$ cat src/rtl/qlm_pkg.sv
package qlm_pkg;

    // Quarter-wave sine magnitude for entry j of a qdepth-entry table,
    // sampled at entry centres, scaled to amp. Integer Taylor series in Q28.
    function automatic int qsine(input int j, input int qdepth, input int amp);
        longint x;
        longint t;
        longint s;
        x = (64'sd843314857 * longint'(2 * j + 1)) / longint'(4 * qdepth);
        t = x;
        s = x;
        for (int n = 1; n <= 6; n++) begin
            t = (t * x) >>> 28;
            t = (t * x) >>> 28;
            t = -t / longint'((2 * n) * (2 * n + 1));
            s = s + t;
        end
        return int'((s * longint'(amp) + (64'sd1 <<< 27)) >>> 28);
    endfunction

endpackage

$ cat src/rtl/qlm_phase_gen.sv
module qlm_phase_gen #(
    parameter int LANES = 4,
    parameter int PW    = 32
) (
    input  logic                       clk,
    input  logic                       rst,
    input  logic                       inc_we,
    input  logic [PW-1:0]              inc_in,
    output logic [LANES-1:0][PW-1:0]   lane_ph,
    output logic [PW-1:0]              inc_q
);
    localparam logic [PW-1:0] STEP_MUL = PW'(LANES);

    logic [PW-1:0] acc_q;

    always_ff @(posedge clk) begin
        if (rst) begin
            acc_q <= '0;
            inc_q <= '0;
        end else begin
            acc_q <= acc_q + STEP_MUL * inc_q;
            if (inc_we) begin
                inc_q <= inc_in;
            end
        end
    end

    for (genvar k = 0; k < LANES; k++) begin : g_lane
        assign lane_ph[k] = acc_q + PW'(k) * inc_q;
    end
endmodule

$ cat src/rtl/qlm_sine_lut.sv
module qlm_sine_lut #(
    parameter int AW = 10,
    parameter int OW = 12
) (
    input  logic [AW-1:0]        phase,
    output logic signed [OW-1:0] sine
);
    localparam int QBITS  = AW - 2;
    localparam int QDEPTH = 1 << QBITS;
    localparam int AMP    = (1 << (OW - 1)) - 1;

    logic [OW-2:0]    qtab [QDEPTH];
    logic [1:0]       quad;
    logic [QBITS-1:0] idx;
    logic [QBITS-1:0] addr;
    logic [OW-2:0]    mag;

    for (genvar i = 0; i < QDEPTH; i++) begin : g_tab
        assign qtab[i] = (OW-1)'(qlm_pkg::qsine(i, QDEPTH, AMP));
    end

    always_comb begin
        quad = phase[AW-1 -: 2];
        idx  = phase[QBITS-1:0];
        addr = quad[0] ? ~idx : idx;
        mag  = qtab[addr];
        sine = quad[1] ? -$signed({1'b0, mag}) : $signed({1'b0, mag});
    end
endmodule

$ cat src/rtl/qlm_mix_round.sv
module qlm_mix_round #(
    parameter int SW    = 8,
    parameter int OW    = 12,
    parameter int SHIFT = 6
) (
    input  logic                 clk,
    input  logic                 rst,
    input  logic signed [SW-1:0] samp,
    input  logic signed [OW-1:0] sine,
    output logic signed [OW-1:0] mixed
);
    localparam int PRW = SW + OW;
    localparam logic signed [PRW-1:0] BIAS_POS = PRW'(1 << (SHIFT - 1));
    localparam logic signed [PRW-1:0] BIAS_NEG = BIAS_POS - PRW'(1);
    localparam logic signed [PRW-1:0] LIM_POS  = PRW'((1 << (OW - 1)) - 1);
    localparam logic signed [PRW-1:0] LIM_NEG  = -LIM_POS;

    logic signed [SW-1:0]  samp_q;
    logic signed [OW-1:0]  sine_q;
    logic signed [PRW-1:0] prod;
    logic signed [PRW-1:0] biased;
    logic signed [PRW-1:0] rnd;
    logic signed [OW-1:0]  sat;

    always_comb begin
        prod   = PRW'(samp_q) * PRW'(sine_q);
        biased = prod + (prod[PRW-1] ? BIAS_NEG : BIAS_POS);
        rnd    = biased >>> SHIFT;
        if (rnd > LIM_POS) begin
            sat = LIM_POS[OW-1:0];
        end else if (rnd < LIM_NEG) begin
            sat = LIM_NEG[OW-1:0];
        end else begin
            sat = rnd[OW-1:0];
        end
    end

    always_ff @(posedge clk) begin
        if (rst) begin
            samp_q <= '0;
            sine_q <= '0;
            mixed  <= '0;
        end else begin
            samp_q <= samp;
            sine_q <= sine;
            mixed  <= sat;
        end
    end
endmodule

$ cat src/rtl/quad_lane_mixer.sv
module quad_lane_mixer #(
    parameter int LANES = 4,
    parameter int SW    = 8,
    parameter int OW    = 12,
    parameter int PW    = 32,
    parameter int AW    = 10,
    parameter int SHIFT = 6
) (
    input  logic                  clk,
    input  logic                  rst,
    input  logic                  inc_we,
    input  logic [PW-1:0]         inc_in,
    input  logic                  in_valid,
    input  logic [LANES*SW-1:0]   in_lanes,
    output logic                  out_valid,
    output logic [LANES*OW-1:0]   out_lanes
);
    logic [LANES-1:0][PW-1:0] lane_ph;
    logic [PW-1:0]            inc_q;
    logic                     vld_s1;

    qlm_phase_gen #(.LANES(LANES), .PW(PW)) u_phase (
        .clk     (clk),
        .rst     (rst),
        .inc_we  (inc_we),
        .inc_in  (inc_in),
        .lane_ph (lane_ph),
        .inc_q   (inc_q)
    );

    for (genvar k = 0; k < LANES; k++) begin : g_lane
        logic signed [OW-1:0] sine_w;
        logic signed [OW-1:0] mixed_w;

        qlm_sine_lut #(.AW(AW), .OW(OW)) u_lut (
            .phase (lane_ph[k][PW-1 -: AW]),
            .sine  (sine_w)
        );

        qlm_mix_round #(.SW(SW), .OW(OW), .SHIFT(SHIFT)) u_mix (
            .clk   (clk),
            .rst   (rst),
            .samp  (in_lanes[k*SW +: SW]),
            .sine  (sine_w),
            .mixed (mixed_w)
        );

        assign out_lanes[k*OW +: OW] = mixed_w;
    end

    always_ff @(posedge clk) begin
        if (rst) begin
            vld_s1    <= 1'b0;
            out_valid <= 1'b0;
        end else begin
            vld_s1    <= in_valid;
            out_valid <= vld_s1;
        end
    end
endmodule

$ cat config.mk
export PLATFORM = sky130hd
export DESIGN_NAME = quad_lane_mixer
export DESIGN_NICKNAME = d
export VERILOG_FILES = /design/src/rtl/qlm_pkg.sv /design/src/rtl/qlm_phase_gen.sv /design/src/rtl/qlm_sine_lut.sv /design/src/rtl/qlm_mix_round.sv /design/src/rtl/quad_lane_mixer.sv
export SDC_FILE = /design/constraint.sdc
export NUM_CORES = 2
export LEC_CHECK = 0
export BUFFER_PORTS_ARGS = -buffer_cell sky130_fd_sc_hd__buf_2
export CAP_MARGIN = 20
export CORE_AREA = 2 2 249 313
export DETAILED_ROUTE_END_ITERATION = 16
export DIE_AREA = 0 0 251 315
export PLACE_DENSITY_LB_ADDON = 0.05
export SLEW_MARGIN = 20
export SYNTH_ARGS = -nofsm -noshare
export SYNTH_HDL_FRONTEND = slang
export SYNTH_SLANG_ARGS = --single-unit
$ cat constraint.sdc
create_clock -name clk -period 19.8 [get_ports clk]
set_input_delay 1.98 -clock clk [delete_from_list [all_inputs] [get_ports clk]]
set_output_delay 1.98 -clock clk [all_outputs]
set_load 0.1 [all_outputs]
# == Word-level counts from Yosys, hierarchy flattened ==
# Memory sizes are Yosys's and may differ from the RTL's.
# Cells that the tools add are included.
# totals
regBits,194
latch_bits,0
mem_bits_rw,0
rom_bits,11264
in_bits,68
output_inout_bits,49
elab_cells,105
n_memories,4
# mem_list
name,words,word_bits,read_ports,rd_clocked_by_memory_dff,write_ports,line,rtl
(name not given),256,11,1,0,0,qlm_sine_lut.sv:26,mag = qtab[addr];
(name not given),256,11,1,0,0,qlm_sine_lut.sv:26,
(name not given),256,11,1,0,0,qlm_sine_lut.sv:26,
(name not given),256,11,1,0,0,qlm_sine_lut.sv:26,
# op_classes
addsub,12
n_mul,5
div_mod_pow,0
order_cmp,12
n_eq_ne,0
n_shift,0
n_mux,28
bitwise,12
n_reduce_logical,8
# ops
op,count
2-to-1 mux 11 bit,16
adder 32 bit,4
adder 20 x 7 -> 20 bit,4
multiplier 8 x 12 -> 20 bit,4
"> comparator 14 x 12 -> 1 bit, second input constant",4
"< comparator 14 x 12 -> 1 bit, second input constant",4
2-to-1 mux 12 bit,4
negator 11 -> 12 bit,4
"greater-or-equal comparator 9 bit, second input constant",4
NOT 8 -> 9 bit,4
"multiplier 2 x 32 -> 32 bit, first input constant",1
2-to-1 mux 8 bit,4
NOT 8 bit,4
2-to-1 mux 6 bit,4
OR reduction 2 bit,8
NOT 1 bit,4

# == Depth between registers and ports, before layout ==
# logic_depth
depth_word,10
mapped_depth,32
mapped_depth_nobuf,29

# == Cells and area by module ==
# A second synthesis with hierarchy kept.
# unflattened
hier_cells,6653
hier_area_um2,51530.7
# by_module_without_submodules
mod,n_inst,cells_each,area_per_inst_um2,seq_area_each_um2
qlm_sine_lut,4,836,5679.2,0.0
qlm_phase_gen,1,1045,8466.9,1241.2
qlm_mix_round (g_lane[1].u_mix),1,591,5296.3,640.6
qlm_mix_round (g_lane[2].u_mix),1,567,5071.1,640.6
qlm_mix_round (g_lane[3].u_mix),1,558,4968.5,640.6
qlm_mix_round (g_lane[0].u_mix),1,544,4958.5,640.6
quad_lane_mixer,1,4,52.6,40.0

# == Worst setup path after synthesis ==
# No wires, ideal clock.
# synth_path
path_type,register to register
from,register g_lane[2].u_mix.samp_q[4]
to,register g_lane[2].u_mix.mixed[9]
setup_time_ns,0.095
arrival_time_ns,7.207
required_time_ns,19.705
slack_ns,12.498
stages_incl_launch_ff,31
n_path_buf,2
synth_period_minus_slack_ns,7.302
cell_sequence,dfxtp_1 clkbuf_1 nand2_1 fa_1 fa_1 inv_1 ha_1 inv_1 fa_1 inv_1 ha_1 a21o_1 a21oi_1 o21bai_1 a21oi_1 o21bai_1 a41o_1 o31a_1 mux2i_1 or3_1 clkbuf_1 ha_1 or4b_2 a31oi_1 o31a_1 o22a_1 nor4_1 and3_1 a221oi_1 inv_1 a221oi_1
# synth_via
elab_chain_cells,6
word_cells_on_any_way,7
cone_classes,add/sub: 1; mul: 1; order compare: 2; mux: 3
# synth_rtl
element,line,rtl
"start, declared",qlm_mix_round.sv:18,logic signed [SW-1:0] samp_q;
"start signal, assigned",qlm_mix_round.sv:44,samp_q <= samp;
multiplier 8 x 12 -> 20 bit (*),qlm_mix_round.sv:26,prod = PRW'(samp_q) * PRW'(sine_q);
2-to-1 mux 6 bit,qlm_mix_round.sv:27,biased = prod + (prod[PRW-1] ? BIAS_NEG : BIAS_POS);
adder 20 x 7 -> 20 bit (*),qlm_mix_round.sv:27,
< comparator 14 x 12 -> 1 bit,qlm_mix_round.sv:31,end else if (rnd < LIM_NEG) begin
2-to-1 mux 12 bit,qlm_mix_round.sv:31,
2-to-1 mux 11 bit (*),qlm_mix_round.sv:29,if (rnd > LIM_POS) begin
"end signal, assigned",qlm_mix_round.sv:46,mixed <= sat;
"end, declared",qlm_mix_round.sv:10,output logic signed [OW-1:0] mixed
# Every way passes the cells marked *; elsewhere a longest branch is shown, timed or not.
# A chain may end at the register's enable or synchronous reset.

# == Final worst setup path ==
# layout_path
from,register u_phase.inc_q[5]
to,register g_lane[3].u_mix.sine_q[10]
# layout_via
elab_chain_cells,10
# layout_rtl
element,line,rtl
"start, declared",qlm_phase_gen.sv:10,output logic [PW-1:0] inc_q
"start signal, assigned",qlm_phase_gen.sv:23,inc_q <= inc_in;
multiplier 2 x 32 -> 32 bit (*),qlm_phase_gen.sv:29,assign lane_ph[k] = acc_q + PW'(k) * inc_q;
adder 32 bit (*),qlm_phase_gen.sv:29,
NOT 8 bit,qlm_sine_lut.sv:25,addr = quad[0] ? ~idx : idx;
2-to-1 mux 8 bit,qlm_sine_lut.sv:25,
NOT 8 -> 9 bit (implied by the code),qlm_sine_lut.sv:26,
memory read (256 x 11 bit),-,
2-to-1 mux 11 bit (implied by the code) (2 in series),qlm_sine_lut.sv:26,
negator 11 -> 12 bit,qlm_sine_lut.sv:27,"sine = quad[1] ? -$signed({1'b0, mag}) : $signed({1'b0, mag});"
2-to-1 mux 11 bit (*),qlm_sine_lut.sv:27,
"end signal, assigned",qlm_mix_round.sv:45,sine_q <= sine;
"end, declared",qlm_mix_round.sv:19,logic signed [OW-1:0] sine_q;
# Every way passes the cells marked *; elsewhere a longest branch is shown, timed or not. The select of a mux whose other input is x is not followed.

==> impl_results.md <==
* # clock sinks at 192
* Routed via count at 40800
* R2r worst-path depth at 21
* # DRC at 0
* Share of layout cells above drive strength 1 at under 10%
* Gp weighted congestion at 1.03
* Mapped Cells at 5397
* Skew final at 24.5 ps
* Total GRT Usage at 33.4%
* FP Rows at between 100 and 150
* Total gr overflow at 0
* Sequential-to-total area share from yosys stat at 9.24%
* Number of global-route vias before repair at 39800
* Clock transition at path regs at 90 ps
* First-pass GRT wire length at roughly 210000 um
* Mean Syn Cell Area at 7.70 um^2
* Relative slew slack at 27.7%
* Dpl hpwl at 102000 um
* Initial Util at 54.4%
* WHS at 450 ps
* Total power at 6.82 mW
* NumNets Final at slightly above 6000
* Antenna viol nets, final at 0
* Most used DFF post-synth: dfxtp_1
* Cts-stage hold buffer count at 0
* Initial antenna violation count at 1
* Area grow syn2layout at 4.12%
* Outcome: completed
* PD cells at roughly 160 nW/um^2
* Mapped cell area at 41600 um^2
* Final setup violation count at 0
* Die ar. at 79100 um^2
* Crit-path max cell delay at 720 ps
* P_leak at 19.2 nW
* Root Buffer: clkbuf_16
* Crit path max fanout at 40
* Yosys warning total at 0
* Reg-to-reg startpoint: u_phase.inc_q[5]$_SDFFE_PP0P_
* Worst EP arrival at roughly 8500 ps
* Synth async-reset ratio at 0%
* Chip width at 251 um
* Worst-Margin Slew at 1080 ps
* Drt total wl at 134000 um
* Core ar. at 76500 um^2
* Post-CTS setup buffer count at 0
* Post_cts resized at 0
* Final period utilization at 41.1%
* RR Endpoint: g_lane[3].u_mix.sine_q[10]$_SDFF_PP0_
* Crit path cell chain: fa_1 > ha_1 > o2111a_1 > o31ai_1 > o21ai_0 > a31oi_2 > a2111oi_2 > a211o_2 > buf_4 > xnor2_1 > inv_1 > ha_1 > clkinv_1 > a21o_1 > a2111oi_0 > nor4_1 > nor4_2 > ha_1 > nor4b_1 > o21ai_0 > a311o_1
* Startpoint Class: flip-flop
* Seq cells post-synth at around 190
* Design area at 43300 um^2
* Post-synth EDFFs at 0
* Largest net degree at the start of global routing at 73
* Period minus WS final at 8130 ps
* Clk_lat worst skew at between 500 and 600 ps
* Post-synth cell types at 126
* Fmax at 123 MHz
* RSZ-0062 raised after global routing: false
* ANT cells at 0
* Hold path start: vld_s1$_SDFF_PP0_
* Crit path required time at ~20000 ps
* Worst Hold Path EP: out_valid$_SDFF_PP0_
* Final Hold Fails at 0
* Wirelength per Cell at around 21 um
* CP Class: reg -> reg
* CTS tree: built
* Final slew viol count at 0
* Vias per std cell at 6.48
* I/O pin cnt at about 120
* CTS Buffer Depth at 2
* Critical Path End Type: flip-flop
* Setup TNS at 0 ps
* Max VDD drop at 0.0981 mV
* Cell Area, Placed at between 40000 and 50000 um^2
* CP max stage cell: a2111oi_2
* Hold Crit Class: reg -> reg
* 1st-pass router iterations at 9
* Mapped Nets at 6181
* Total CTS buffers at 17
* FF-to-FF setup slack at ~12000 ps
* Die height at about 320 um
* Port bufs at 116
* Filler cells at 7426
* Initial DRC Count at 4056
* H-tree levels at 4
* Max Cap Viol at 0
* Crit-path most repeated cell: ha_1
* Hold path cells at 1
-- logic make-up (layout without fill, tap and decap cells) --
family | Yosys count | after routing | share of synthesized area [%]
AOI/OAI and AO/OA | 1514 | 1514 | 25.4
xor gates and xnor gates | 243 | 243 | 5.34
adders and majority gates | 717 | 717 | 27.9
buffers and inverters | 863 | 772 | 8.25
DFF | 192 | 192 | 9.24
muxes | 88 | 88 | 2.26
and+or+nand+nor | 1780 | 1780 | 21.5
-- synth_stat cells (36+ instances only) --
cell type,n,area share (%)
buf_2,68,0.82
inv_1,534,4.8
clkbuf_1,191,1.7
ha_1,364,11
a21o_1,68,1.2
o211ai_1,91,1.6
and3_1,48,0.72
fa_1,352,17
nand3_1,142,1.7
nor2_1,425,3.8
and2_1,262,3.9
a31oi_1,73,1.1
a211oi_1,97,1.8
nor3_1,154,1.9
o21ai_0,282,3.4
nand4_1,36,0.54
xnor2_1,164,3.5
dfxtp_1,192,9.2
nor2b_1,60,0.90
nand2_1,417,3.8
nand2b_1,44,0.66
xor2_1,71,1.5
o311ai_0,38,0.80
a21oi_1,322,3.9
mux2i_1,70,1.7
-- metrics by stage --
step | setup WS, ps | std cells | utilization (%)
2_1_floorplan | 12500 | 5397 | -
3_3_place_gp | 11670 | 6260 | 55.9
3_5_place_dp | 11470 | 6260 | 55.9
4_1_cts | 11470 | 6292 | 56.6
5_1_grt | 11020 | 6292 | 56.6
6_report | 11670 | 6292 | 56.6
-- layer usage --
layer / vias up / wire [um] / GRT usage, %
met1: 19400 / 54000 / 41.8
met3: 479 / 9700 / 5.04
li1: 19000 / - / -
met2: 1905 / 63600 / 56.6
met4: 0 / 6580 / 15.8
met5: - / 0 / 0.0608
-- area by class of cell --
type                            count  area, um^2  area share, %
Clock buffer                       18         429          0.991
Sequential cell                   192        3840           8.88
Multi-Input combinational cell   4342       34400           79.5
Clock inverter                     14         143          0.329
Inverter                          550        2070           4.77
Tap cell                          986        1230           2.85
Timing Repair Buffer              190        1140           2.64
-- report_power, final --
part,total (mW),switching [mW],internal [mW]
clock,0.366,0.199,0.168
combinational,5.81,3.83,1.98
sequential,0.642,0.143,0.499
total,6.82,4.17,2.64
-- flip-flops by register name, indices dropped and copies added (netlist names) --
register	flops
g_lane.u_mix.mixed	48
g_lane.u_mix.samp_q	32
g_lane.u_mix.sine_q	48
out_valid	1
u_phase.acc_q	30
u_phase.inc_q	32
vld_s1	1
-- placed cells by master, fill, tap and decap left out, drive strengths merged, types with 75 or more instances in the layout --
cell type,instances
inv,547
nor2,434
nand2,418
ha,364
fa,352
a21oi,328
o21ai,296
and2,262
dfxtp,192
buf,190
xnor2,168
nor3,157
nand3,143
a211oi,103
o211ai,92
a31oi,75
-- critical path: cells and delay by family (launching register included) --
| kind | cells | cell delay (ps) |
|---|---|---|
| buf+inv | 3 | 1170 |
| simple gates | 3 | 820 |
| xor+xnor | 1 | 340 |
| fa+ha+maj | 4 | 1610 |
| flops | 1 | 520 |
| compound gates | 10 | 3520 |
-- worst max-delay path by stage --
stage                                    startpoint                               endpoint  slack, ps  depth (start not counted)
5_1_grt        g_lane[1].u_mix.samp_q[6]$_SDFF_PP0_    g_lane[1].u_mix.mixed[5]$_SDFF_PP0_      11020                         26
2_1_floorplan  g_lane[2].u_mix.samp_q[4]$_SDFF_PP0_    g_lane[2].u_mix.mixed[9]$_SDFF_PP0_      12500                         30
6_report              u_phase.inc_q[5]$_SDFFE_PP0P_  g_lane[3].u_mix.sine_q[10]$_SDFF_PP0_      11670                         21
3_5_place_dp   g_lane[1].u_mix.samp_q[7]$_SDFF_PP0_    g_lane[1].u_mix.mixed[0]$_SDFF_PP0_      11470                         25
3_3_place_gp   g_lane[1].u_mix.samp_q[4]$_SDFF_PP0_    g_lane[1].u_mix.mixed[0]$_SDFF_PP0_      11670                         26
4_1_cts        g_lane[1].u_mix.samp_q[7]$_SDFF_PP0_    g_lane[1].u_mix.mixed[5]$_SDFF_PP0_      11470                         25
Power figures use the tool's default switching activity.
